## src/rtl/xor_phase_pkg.sv

```systemverilog
// Package: shared state encoding and the fixed fraction width.
package xor_phase_pkg;
    localparam int FRAC_W = 16;

    typedef enum logic [1:0] {
        PH_IDLE = 2'd0,
        PH_ARM  = 2'd1,
        PH_RUN  = 2'd2,
        PH_DIV  = 2'd3
    } ph_state_t;
endpackage

```

## src/rtl/xph_front.sv

```systemverilog
// Front end: brings both thresholded bits into the clock domain through
// two flops each, flags rising edges of the first bit and forms the XOR.
// Assumes both inputs are asynchronous and slow relative to clk.
module xph_front (
    input  logic clk,
    input  logic rst_n,
    input  logic raw_a,
    input  logic raw_b,
    output logic edge_a,
    output logic xor_bit
);
    logic a_m, a_s, a_d;
    logic b_m, b_s;

    // Two-flop synchronizers plus one delay stage for edge detection.
    always_ff @(posedge clk) begin
        if (!rst_n) begin
            a_m <= 1'b0; a_s <= 1'b0; a_d <= 1'b0;
            b_m <= 1'b0; b_s <= 1'b0;
        end else begin
            a_m <= raw_a; a_s <= a_m; a_d <= a_s;
            b_m <= raw_b; b_s <= b_m;
        end
    end

    assign edge_a  = a_s & ~a_d;
    assign xor_bit = a_s ^ b_s;

    AST_EDGE_ISOLATED: assert property (@(posedge clk) disable iff (!rst_n)
        edge_a |=> !edge_a);
endmodule

```

## src/rtl/xph_tally.sv

```systemverilog
// Tally: counts window samples and mismatched samples. Load seeds the
// counts with the first sample; inc adds one more. Assumes the caller
// bounds the window so that CNT_W bits never wrap.
module xph_tally #(
    parameter int CNT_W = 16
) (
    input  logic             clk,
    input  logic             rst_n,
    input  logic             load,
    input  logic             inc,
    input  logic             xbit,
    output logic [CNT_W-1:0] total,
    output logic [CNT_W-1:0] mism
);
    // Sample and mismatch counters.
    always_ff @(posedge clk) begin
        if (!rst_n) begin
            total <= '0;
            mism  <= '0;
        end else if (load) begin
            total <= CNT_W'(1);
            mism  <= CNT_W'(xbit);
        end else if (inc) begin
            total <= total + CNT_W'(1);
            mism  <= mism + CNT_W'(xbit);
        end
    end

    AST_MISM_BOUNDED: assert property (@(posedge clk) disable iff (!rst_n)
        mism <= total);
    AST_NO_OVERFLOW: assert property (@(posedge clk) disable iff (!rst_n)
        (inc && !load) |=> (total != '0));
endmodule

```

## src/rtl/xph_divider.sv

```systemverilog
// Divider: restoring long division, one quotient bit per clock.
// Takes NUM_W clocks after go and pulses done with the quotient.
// Assumes den is nonzero; abort drops any division in progress.
module xph_divider #(
    parameter int DEN_W = 16,
    parameter int NUM_W = 32
) (
    input  logic             clk,
    input  logic             rst_n,
    input  logic             go,
    input  logic             abort,
    input  logic [NUM_W-1:0] num,
    input  logic [DEN_W-1:0] den,
    output logic [NUM_W-1:0] quot,
    output logic             done,
    output logic             busy
);
    localparam int STEP_W = $clog2(NUM_W + 1);

    logic [NUM_W-1:0]  num_sh;
    logic [DEN_W-1:0]  rem;
    logic [DEN_W-1:0]  den_r;
    logic [STEP_W-1:0] steps;
    logic [DEN_W:0]    trial;
    logic              fits;

    assign trial = {rem, num_sh[NUM_W-1]};
    assign fits  = (trial >= {1'b0, den_r});

    // Iterative shift-subtract with one-clock done pulse.
    always_ff @(posedge clk) begin
        if (!rst_n || abort) begin
            num_sh <= '0; rem <= '0; den_r <= '0; quot <= '0;
            steps <= '0; busy <= 1'b0; done <= 1'b0;
        end else begin
            done <= 1'b0;
            if (go && !busy) begin
                num_sh <= num;
                den_r  <= den;
                rem    <= '0;
                quot   <= '0;
                steps  <= STEP_W'(NUM_W);
                busy   <= 1'b1;
            end else if (busy) begin
                rem    <= fits ? DEN_W'(trial - {1'b0, den_r}) : DEN_W'(trial);
                quot   <= {quot[NUM_W-2:0], fits};
                num_sh <= num_sh << 1;
                steps  <= steps - STEP_W'(1);
                if (steps == STEP_W'(1)) begin
                    busy <= 1'b0;
                    done <= 1'b1;
                end
            end
        end
    end

    AST_REM_BELOW_DEN: assert property (@(posedge clk) disable iff (!rst_n)
        busy |-> (rem < den_r));
    AST_DONE_PULSE: assert property (@(posedge clk) disable iff (!rst_n)
        done |=> !done);
endmodule

```

## src/rtl/xor_phase_meter.sv

```systemverilog
// Top: sequences a measurement window over whole cycles of osc_a, times
// out on missing edges, divides the tallies and latches the similarity.
// Assumes osc_a and osc_b are frequency locked and thresholded.
module xor_phase_meter
    import xor_phase_pkg::*;
#(
    parameter int CYC_W   = 8,
    parameter int TIMEOUT = 4096
) (
    input  logic              clk,
    input  logic              rst_n,
    input  logic              osc_a,
    input  logic              osc_b,
    input  logic [CYC_W-1:0]  win_cycles,
    input  logic              start,
    input  logic              clear,
    output logic [FRAC_W-1:0] similarity,
    output logic              result_valid,
    output logic              timeout_err
);
    localparam int TO_W  = $clog2(TIMEOUT + 1);
    localparam int CNT_W = CYC_W + TO_W + 1;
    localparam int NUM_W = CNT_W + FRAC_W;

    ph_state_t        st;
    logic             edge_a, xor_bit;
    logic [CYC_W-1:0] w_lat;
    logic [CYC_W-1:0] cyc_cnt;
    logic [TO_W-1:0]  gap;
    logic [CNT_W-1:0] total, mism;
    logic [NUM_W-1:0] quot;
    logic             div_done, div_busy;
    logic             seed, inc, win_end, gap_exp, waiting;

    xph_front u_front (
        .clk(clk), .rst_n(rst_n), .raw_a(osc_a), .raw_b(osc_b),
        .edge_a(edge_a), .xor_bit(xor_bit)
    );

    assign waiting = (st == PH_ARM) || (st == PH_RUN);
    assign seed    = (st == PH_ARM) && edge_a && !clear;
    assign win_end = (st == PH_RUN) && edge_a &&
                     ({1'b0, cyc_cnt} + (CYC_W+1)'(1) == {1'b0, w_lat});
    assign inc     = (st == PH_RUN) && !win_end && !clear;
    assign gap_exp = waiting && !edge_a && (gap == TO_W'(TIMEOUT - 1));

    xph_tally #(.CNT_W(CNT_W)) u_tally (
        .clk(clk), .rst_n(rst_n), .load(seed), .inc(inc), .xbit(xor_bit),
        .total(total), .mism(mism)
    );

    xph_divider #(.DEN_W(CNT_W), .NUM_W(NUM_W)) u_div (
        .clk(clk), .rst_n(rst_n), .go(win_end && !clear), .abort(clear),
        .num({total - mism, FRAC_W'(0)}), .den(total),
        .quot(quot), .done(div_done), .busy(div_busy)
    );

    // Control sequencer, window-cycle counter and edge-gap timer.
    always_ff @(posedge clk) begin
        if (!rst_n || clear) begin
            st <= PH_IDLE; w_lat <= '0; cyc_cnt <= '0; gap <= '0;
        end else begin
            case (st)
                PH_IDLE: if (start) begin
                    st      <= PH_ARM;
                    w_lat   <= (win_cycles == '0) ? CYC_W'(1) : win_cycles;
                    cyc_cnt <= '0;
                    gap     <= '0;
                end
                PH_ARM, PH_RUN: begin
                    if (gap_exp) begin
                        st <= PH_IDLE;
                    end else if (edge_a) begin
                        gap <= '0;
                        if (st == PH_ARM)  st <= PH_RUN;
                        else if (win_end)  st <= PH_DIV;
                        else               cyc_cnt <= cyc_cnt + CYC_W'(1);
                    end else begin
                        gap <= gap + TO_W'(1);
                    end
                end
                PH_DIV: if (div_done) st <= PH_IDLE;
                default: st <= PH_IDLE;
            endcase
        end
    end

    // Result register with saturation, strobe and error flag.
    always_ff @(posedge clk) begin
        if (!rst_n || clear) begin
            similarity <= '0; result_valid <= 1'b0; timeout_err <= 1'b0;
        end else begin
            result_valid <= 1'b0;
            if (st == PH_IDLE && start) timeout_err <= 1'b0;
            if (gap_exp) timeout_err <= 1'b1;
            if (st == PH_DIV && div_done) begin
                similarity   <= (quot > NUM_W'({FRAC_W{1'b1}})) ? {FRAC_W{1'b1}}
                                                              : quot[FRAC_W-1:0];
                result_valid <= 1'b1;
            end
        end
    end

    AST_VALID_SINGLE: assert property (@(posedge clk) disable iff (!rst_n)
        result_valid |=> !result_valid);
    AST_RESULT_HOLD: assert property (@(posedge clk) disable iff (!rst_n)
        (!(st == PH_DIV && div_done) && !clear) |=> $stable(similarity));
    AST_ERR_NO_VALID: assert property (@(posedge clk) disable iff (!rst_n)
        $rose(timeout_err) |-> !result_valid);
    AST_DIV_ONLY_IN_DIV: assert property (@(posedge clk) disable iff (!rst_n)
        div_busy |-> (st == PH_DIV));
    AST_CLEAR_ZERO: assert property (@(posedge clk) disable iff (!rst_n)
        clear |=> (similarity == '0 && !timeout_err && !result_valid));
endmodule

```

## config.mk

```make
export PLATFORM = sky130hd
export DESIGN_NAME = xor_phase_meter
export DESIGN_NICKNAME = d
export VERILOG_FILES = /design/src/rtl/xor_phase_pkg.sv /design/src/rtl/xph_front.sv /design/src/rtl/xph_tally.sv /design/src/rtl/xph_divider.sv /design/src/rtl/xor_phase_meter.sv
export SDC_FILE = /design/constraint.sdc
export NUM_CORES = 1
export LEC_CHECK = 0
export CORE_MARGIN = 1
export CORE_UTILIZATION = 45
export CTS_CLUSTER_DIAMETER = 80
export DETAILED_ROUTE_END_ITERATION = 10
export DONT_BUFFER_PORTS = 1
export PLACE_DENSITY = 0.59
export SLEW_MARGIN = 30
export SYNTH_ARGS = -nofsm -noshare
export SYNTH_HDL_FRONTEND = slang
export SYNTH_SLANG_ARGS = --single-unit
```

## constraint.sdc

```tcl
create_clock -name clk -period 5.6 [get_ports clk]
set_clock_uncertainty 0.2 [all_clocks]
set_input_delay 0.28 -clock clk [delete_from_list [all_inputs] [get_ports clk]]
set_output_delay 0.28 -clock clk [all_outputs]
set_load 0.1 [all_outputs]
```

==> results.sh, run 1 <==
export IMPL_status="completed"
export IMPL_cpMostUsedCell="mux2i_1"
export IMPL_cts_root_buf="clkbuf_16"
export IMPL_dieHeight_um=160
export IMPL_final_layout_size_suffix_gt1_share_pct=7.35
export IMPL_avgRoutedWirePerCell_um=15.0
export IMPL_yosysSeqAreaShare_pct=37.6
export IMPL_totalWireLength_mm=24.5
export IMPL_cts_tree="built"
export IMPL_clk_pin_slew_ns=0.06
export IMPL_start_util_pct=46.0
export IMPL_worst_slew_pin_transition_ns=1.01
export IMPL_gp_congestion=0.821
export IMPL_ys_warn_count=0
export IMPL_worstPathCellList="nand4_4, mux2i_1, o311ai_0, o21ai_1, or4_1, o21ai_4, buf_4, mux2i_1, a21oi_1, dlygate4sd3_1"
export IMPL_viasPerCell=5.39
export IMPL_maxSlewViolCount=0
export IMPL_fin_cells=1630
export IMPL_startpoint_type="register"
export IMPL_p_per_area_nw_per_um2=258
export IMPL_hp_class="input pin to register"
export IMPL_required_ns=5.82
export IMPL_critPathKind="register to register"
export IMPL_cp_data_arrival_time_ns=3.97
export IMPL_clock_latency_ns=0.53
export IMPL_dieArea_um2=25500
export IMPL_grt_antenna_before_repair=0
export IMPL_core_um2=24300
export IMPL_path_max_fanout=47
export IMPL_slowest_stage="dfxtp_1"
export IMPL_final_hold_viol_count=0
export IMPL_grt_pass1_vias=8397
export IMPL_synth_ff_type="dfxtp_1"
export IMPL_drt_iter0_markers=498
export IMPL_irDropWorstVdd_v=0.000210
export IMPL_fin_hold_ws_ns=0.0209
export IMPL_setup_violations=0
export IMPL_crit_path_end_kind="register"
export IMPL_drc=0
export IMPL_clock_path_buffers=3
export IMPL_syn2layout_area_growth_pct=11.4
export IMPL_crit_family="buffers and inverters"
export IMPL_cts_resized=0
export IMPL_cts_buffers=24
export IMPL_netlist_area_um2=11200
export IMPL_syn_num_nets=1362
export IMPL_portBuffers=0
export IMPL_fmax_mhz=267
export IMPL_max_slew_margin_rel_pct=32.5
export IMPL_clkSinkCount=210
export IMPL_dp_cells=1563
export IMPL_critPathBufInv=2
export IMPL_io_pins=32
export IMPL_ys_ff_latch=210
export IMPL_cpPeakStageDelay_ns=0.56
export IMPL_ant_nets=0
export IMPL_finalSetupTns_ns=0
export IMPL_avgSynthCellArea_um2=8.65
export IMPL_via_count=8793
export IMPL_htreeDepth=1
export IMPL_die_w_um=160
export IMPL_layout_nets=1360
export IMPL_synthCells=1292
export IMPL_fp_row_count=57
export IMPL_grt_max_degree=75
export IMPL_antenna_cells=0
export IMPL_track_usage_pct=19.5
export IMPL_period_needed_ns=3.75
export IMPL_cts_setup_buffers=0
export IMPL_gr_total_overflow=0
export IMPL_synth_edf_count=0
export IMPL_period_share_pct=67.0
export IMPL_cap_violations=0
export IMPL_synthArstFlopShare_pct=0
export IMPL_rsz0062_at_grt="false"
export IMPL_synth_cell_types=71
export IMPL_post_dp_hpwl_mm=16.9
export IMPL_first_pass_iters=5
export IMPL_leakage_nw=4.43
export IMPL_cts_hold_buffers=25
export IMPL_grt_pass1_wl_mm=41.8
## worst reg2reg max path, cell delays in order, from the launching register on
cell	delay, ns
dfxtp_1	0.56
nand4_4	0.21
mux2i_1	0.16
o311ai_0	0.34
o21ai_1	0.19
or4_1	0.51
o21ai_4	0.15
buf_4	0.43
mux2i_1	0.25
a21oi_1	0.08
dlygate4sd3_1	0.55
## power by group
part | internal [W] | switching [W] | leakage [nW]
combinational | 0.0000338 | 0.0000659 | 2.34
clock | 0.000991 | 0.000625 | 0.398
sequential | 0.00150 | 0.00000460 | 1.69
## metal layers
layer	track usage, %	wire length [µm]
met2	33.1	11300
met5	0	0
met1	26.3	12100
met3	2.18	569
met4	4.81	502
## Yosys cell counts (all sizes together), types with 6 or more instances
cell type | instances | share of area [%]
inv | 64 | 2.1
nor2 | 188 | 6.3
nand3 | 25 | 1.2
a21oi | 86 | 3.8
nor3 | 17 | 0.76
o21a | 9 | 0.60
xnor2 | 74 | 5.9
or3 | 8 | 0.49
or2 | 6 | 0.34
o21ai | 54 | 2.7
nor4 | 33 | 1.9
xor2 | 21 | 1.6
nor2b | 11 | 0.62
and3 | 18 | 1.0
nand4 | 18 | 1.1
o211ai | 8 | 0.54
nor3b | 8 | 0.54
dfxtp | 210 | 38
ha | 54 | 6.0
nand2b | 9 | 0.50
buf | 27 | 1.6
mux2i | 88 | 7.9
o31a | 7 | 0.55
clkbuf | 36 | 1.2
nand2 | 79 | 2.7
o221a | 16 | 1.6
a21o | 17 | 1.1
a211oi | 24 | 1.6
and2 | 14 | 0.81
## final cells by class
class	count	area, µm²
sequential	210	4210
fill	2316	11900
timing repair buffer	35	329
multi-input combinational	955	6450
tap	324	405
inverter	64	240
clock inverter	9	136
clock buffer	33	684
## metrics by stage
step / setup WS [ns] / cell area [µm²] / power, W / utilization, %
5_1_grt: 1.61 / 12500 / 0.00333 / 51.2
4_1_cts: 1.88 / 12500 / 0.00326 / 51.2
2_1_floorplan: 2.61 / 11200 / 0.00160 / -
6_report: 1.85 / 12500 / 0.00322 / 51.2
3_5_place_dp: 1.92 / 11400 / 0.00162 / 46.8
3_3_place_gp: 1.98 / 11400 / 0.00162 / 46.8
## cell families (layout without fill, tap and decap cells)
logic type                 after synthesis  in the layout  share of synthesized area (%)
and+or+nand+nor                        450            450                           19.5
AOI/OAI and AO/OA                      264            264                           16.0
DFF                                    210            210                           37.6
buffers and inverters                  127            141                           4.92
xor gates and xnor gates                95             95                           7.51
muxes                                   90             90                           8.08
adders and majority gates               56             56                           6.40
## flip-flops by register name, indices dropped and copies added (netlist names)
name,cells
u_div.quot,38
u_div.den_r,22
u_div.num_sh,22
u_div.rem,22
u_tally.mism,22
u_tally.total,22
similarity,16
gap,13
cyc_cnt,8
w_lat,8
u_div.steps,6
st,2
result_valid,1
timeout_err,1
u_div.busy,1
u_div.done,1
u_front.a_d,1
u_front.a_m,1
u_front.a_s,1
u_front.b_m,1
u_front.b_s,1
## worst paths after layout
check                                  endpoint  slack [ns]  cells after the start                    start
hold / removal    u_tally.total[2]$_SDFFE_PP0P_        0.02                      3                    rst_n
setup / recovery   u_tally.mism[0]$_SDFFE_PN0P_        1.85                     10  cyc_cnt[3]$_SDFFE_PP0P_
setup reg to reg   u_tally.mism[0]$_SDFFE_PN0P_        1.85                     10  cyc_cnt[3]$_SDFFE_PP0P_
hold reg to reg          u_front.b_s$_SDFF_PN0_        0.24                      1   u_front.b_m$_SDFF_PN0_
## placed cells by master, fill, tap and decap left out, types with 5 or more instances in the layout
cell	Yosys	final
ha_1	54	54
nand4_1	17	17
nand2b_1	9	8
a21oi_1	86	86
nor2_1	187	187
xnor2_1	73	73
dfxtp_1	210	209
clkbuf_8	0	5
buf_4	6	9
or3_1	7	7
a21o_1	17	17
xor2_1	21	21
or2_2	6	6
nor3b_1	8	8
o21a_1	9	9
dlygate4sd3_1	0	25
o221a_2	16	16
nor4_1	32	32
a211oi_1	24	24
and3_1	18	18
o21ai_2	8	8
o31a_1	7	7
o41ai_1	5	5
inv_1	64	64
nor3_1	17	17
nand2_1	78	78
and2_1	13	13
mux2i_1	88	88
clkbuf_16	0	24
nand3_1	24	24
and4_1	5	5
nor2b_1	11	10
o211ai_1	8	8
o21ai_0	42	42
(Power assumes the default switching activity.)
==> run 2, diff against run 1 <==
==> constraint.sdc (replaced) <==
create_clock -name clk -period 3.8 [get_ports clk]
set_clock_uncertainty 0.2 [all_clocks]
set_input_delay 0.19 -clock clk [delete_from_list [all_inputs] [get_ports clk]]
set_output_delay 0.19 -clock clk [all_outputs]
set_load 0.1 [all_outputs]
==> run 2 against run 1 <==
Effect of this change:
- final cell count rose by 0.55%
- die area unchanged
- count of clock-buffer cells in the layout increased by 2
- routed wire length increased by 0.56%
- critical path depth up 1
- utilization grew 0.13 points
- first-iteration DRC count up 4.4%
- fmax rose by 13%
- cell area up 0.25%
- highest routed layer unchanged
==> results.sh, run 2 (same netlist as run 1, synthesis figures left out) <==
export IMPL_track_usage_pct=19.4
export IMPL_pwr_share_seq_pct=47.9
export IMPL_start_util_pct=46.0
export IMPL_crit_path_end="u_div.rem[20]$_SDFFE_PP0P_"
export IMPL_grt_max_degree=49
export IMPL_internal_power_w=0.00359
export IMPL_clock_latency_ns=0.52
export IMPL_critPathLaunch="cyc_cnt[0]$_SDFFE_PP0P_"
export IMPL_post_dp_hpwl_mm=16.8
export IMPL_grt_pass1_vias=8322
export IMPL_io_pins=32
export IMPL_dieArea_um2=25500
export IMPL_fp_row_count=57
export IMPL_rr_endpoint="u_div.rem[20]$_SDFFE_PP0P_"
export IMPL_multi_input_area_um2=6450
export IMPL_crit_path_end_kind="register"
export IMPL_critPathKind="register to register"
export IMPL_regArea_um2=4210
export IMPL_clk_pin_slew_ns=0.06
export IMPL_reg2reg_depth=11
export IMPL_max_slew_margin_rel_pct=33.7
export IMPL_clock_path_buffers=3
export IMPL_period_share_pct=87.3
export IMPL_avgRoutedWirePerCell_um=15.0
export IMPL_leakage_nw=4.44
export IMPL_cap_violations=0
export IMPL_htreeDepth=1
export IMPL_via_count=8852
export IMPL_maxSlewViolCount=0
export IMPL_cts_setup_buffers=0
export IMPL_cts_buffers=24
export IMPL_largest_register_ffs=38
export IMPL_viasPerCell=5.40
export IMPL_max_flop_register="u_div.quot"
export IMPL_r2r_start="cyc_cnt[0]$_SDFFE_PP0P_"
export IMPL_totalWireLength_mm=24.6
export IMPL_r2r_slack_ns=0.48
export IMPL_antenna_cells=0
export IMPL_status="completed"
export IMPL_cts_root_buf="clkbuf_16"
export IMPL_final_hold_viol_count=0
export IMPL_syn2layout_area_growth_pct=11.7
export IMPL_p_sw_share_pct=22.3
export IMPL_core_um2=24300
export IMPL_combPwrFrac_pct=3.3
export IMPL_rsz0062_at_grt="false"
export IMPL_startpoint_type="register"
export IMPL_p_total_w=0.00463
export IMPL_p_clk_share_pct=48.8
export IMPL_first_pass_iters=5
export IMPL_cp_data_arrival_time_ns=3.51
export IMPL_gp_congestion=0.829
export IMPL_layout_common_cells="209 x dfxtp_1, 187 x nor2_1, 88 x mux2i_1"
export IMPL_fmax_mhz=301
export IMPL_final_common_cell="dfxtp_1"
export IMPL_finalSetupTns_ns=0
export IMPL_die_w_um=160
export IMPL_path_max_fanout=21
export IMPL_portBuffers=0
export IMPL_final_layout_size_suffix_gt1_share_pct=7.53
export IMPL_layout_nets=1368
export IMPL_gr_total_overflow=0
export IMPL_setup_violations=0
export IMPL_dieHeight_um=160
export IMPL_grt_pass1_wl_mm=41.5
export IMPL_required_ns=3.99
export IMPL_ant_nets=0
export IMPL_period_needed_ns=3.32
export IMPL_cts_tree="built"
export IMPL_grt_antenna_before_repair=0
export IMPL_p_sw_w=0.00103
export IMPL_p_per_area_nw_per_um2=371
export IMPL_worst_slew_pin_transition_ns=0.994
export IMPL_hp_class="input pin to register"
export IMPL_drc=0
export IMPL_clkSinkCount=210
export IMPL_fill_cells=2314
export IMPL_irDropWorstVdd_v=0.000344
export IMPL_drt_iter0_markers=520
-- run 2: repair_timing --
action                                 in CTS  in global routing
endpoints found under the hold margin      83                  0
hold buffers                               28                  0
resized for setup                           0                  0
-- run 2: critical path, stage by stage (launching register included) --
cell and delay, ns:
dfxtp_1 0.42, ha_1 0.29, and2_1 0.25, xnor2_1 0.10
o31a_1 0.24, o22ai_1 0.23, a22oi_4 0.17, or4b_1 0.63
buf_4 0.28, and2_4 0.25, o21ai_2 0.07, a21oi_1 0.05
-- run 2: per-stage QoR --
stage               cell area [µm²]  hold slack, ns  std cells  util, %  worst slack (ns)
floorplan                     11200           0.117       1292        -             0.813
global placement              11400           0.118       1567     47.0             0.532
detailed placement            11400           0.117       1568     47.0             0.516
CTS                           12500          0.0580       1639     51.3             0.481
global route                  12500           0.103       1639     51.3             0.184
finish                        12500          0.0625       1639     51.3             0.481
-- run 2: layout make-up --
class                   count  area share (%)
flip-flops and latches    210            33.7
inverters                  64            1.92
multi-input cells         955            51.7
clock inverters             8           0.561
repair buffers             43            3.35
well taps                 324            3.25
clock buffers              35            5.55
-- run 2: power groups by stage --
| stage | clock (W) | combinational [W] | sequential [W] |
|---|---|---|---|
| finish | 0.00226 | 0.000154 | 0.00222 |
| global route | 0.00242 | 0.000171 | 0.00222 |
| CTS | 0.00232 | 0.000154 | 0.00222 |
| detailed placement | 0 | 0.000128 | 0.00226 |
| global placement | 0 | 0.000129 | 0.00226 |
| floorplan | 0 | 0.0000997 | 0.00226 |
-- run 2: worst min path at each step --
stage | startpoint | end | slack [ns] | cells after the start
finish | clear | cyc_cnt[1]$_SDFFE_PP0P_ | 0.06 | 2
global route | clear | result_valid$_SDFF_PP0_ | 0.10 | 2
CTS | clear | cyc_cnt[2]$_SDFFE_PP0P_ | 0.06 | 2
detailed placement | rst_n | u_front.a_m$_SDFF_PN0_ | 0.12 | 1
global placement | rst_n | u_tally.mism[0]$_SDFFE_PN0P_ | 0.12 | 2
floorplan | osc_a | u_front.a_m$_SDFF_PN0_ | 0.12 | 1
-- run 2: per-layer routing --
layer	vias to the layer above	track usage (%)	part of all wire (%)
met1	4112	26.3	50
met3	35	2.83	3.2
met5	-	0	0
met4	0	5.59	1.9
li1	4589	-	-
met2	116	32.0	45
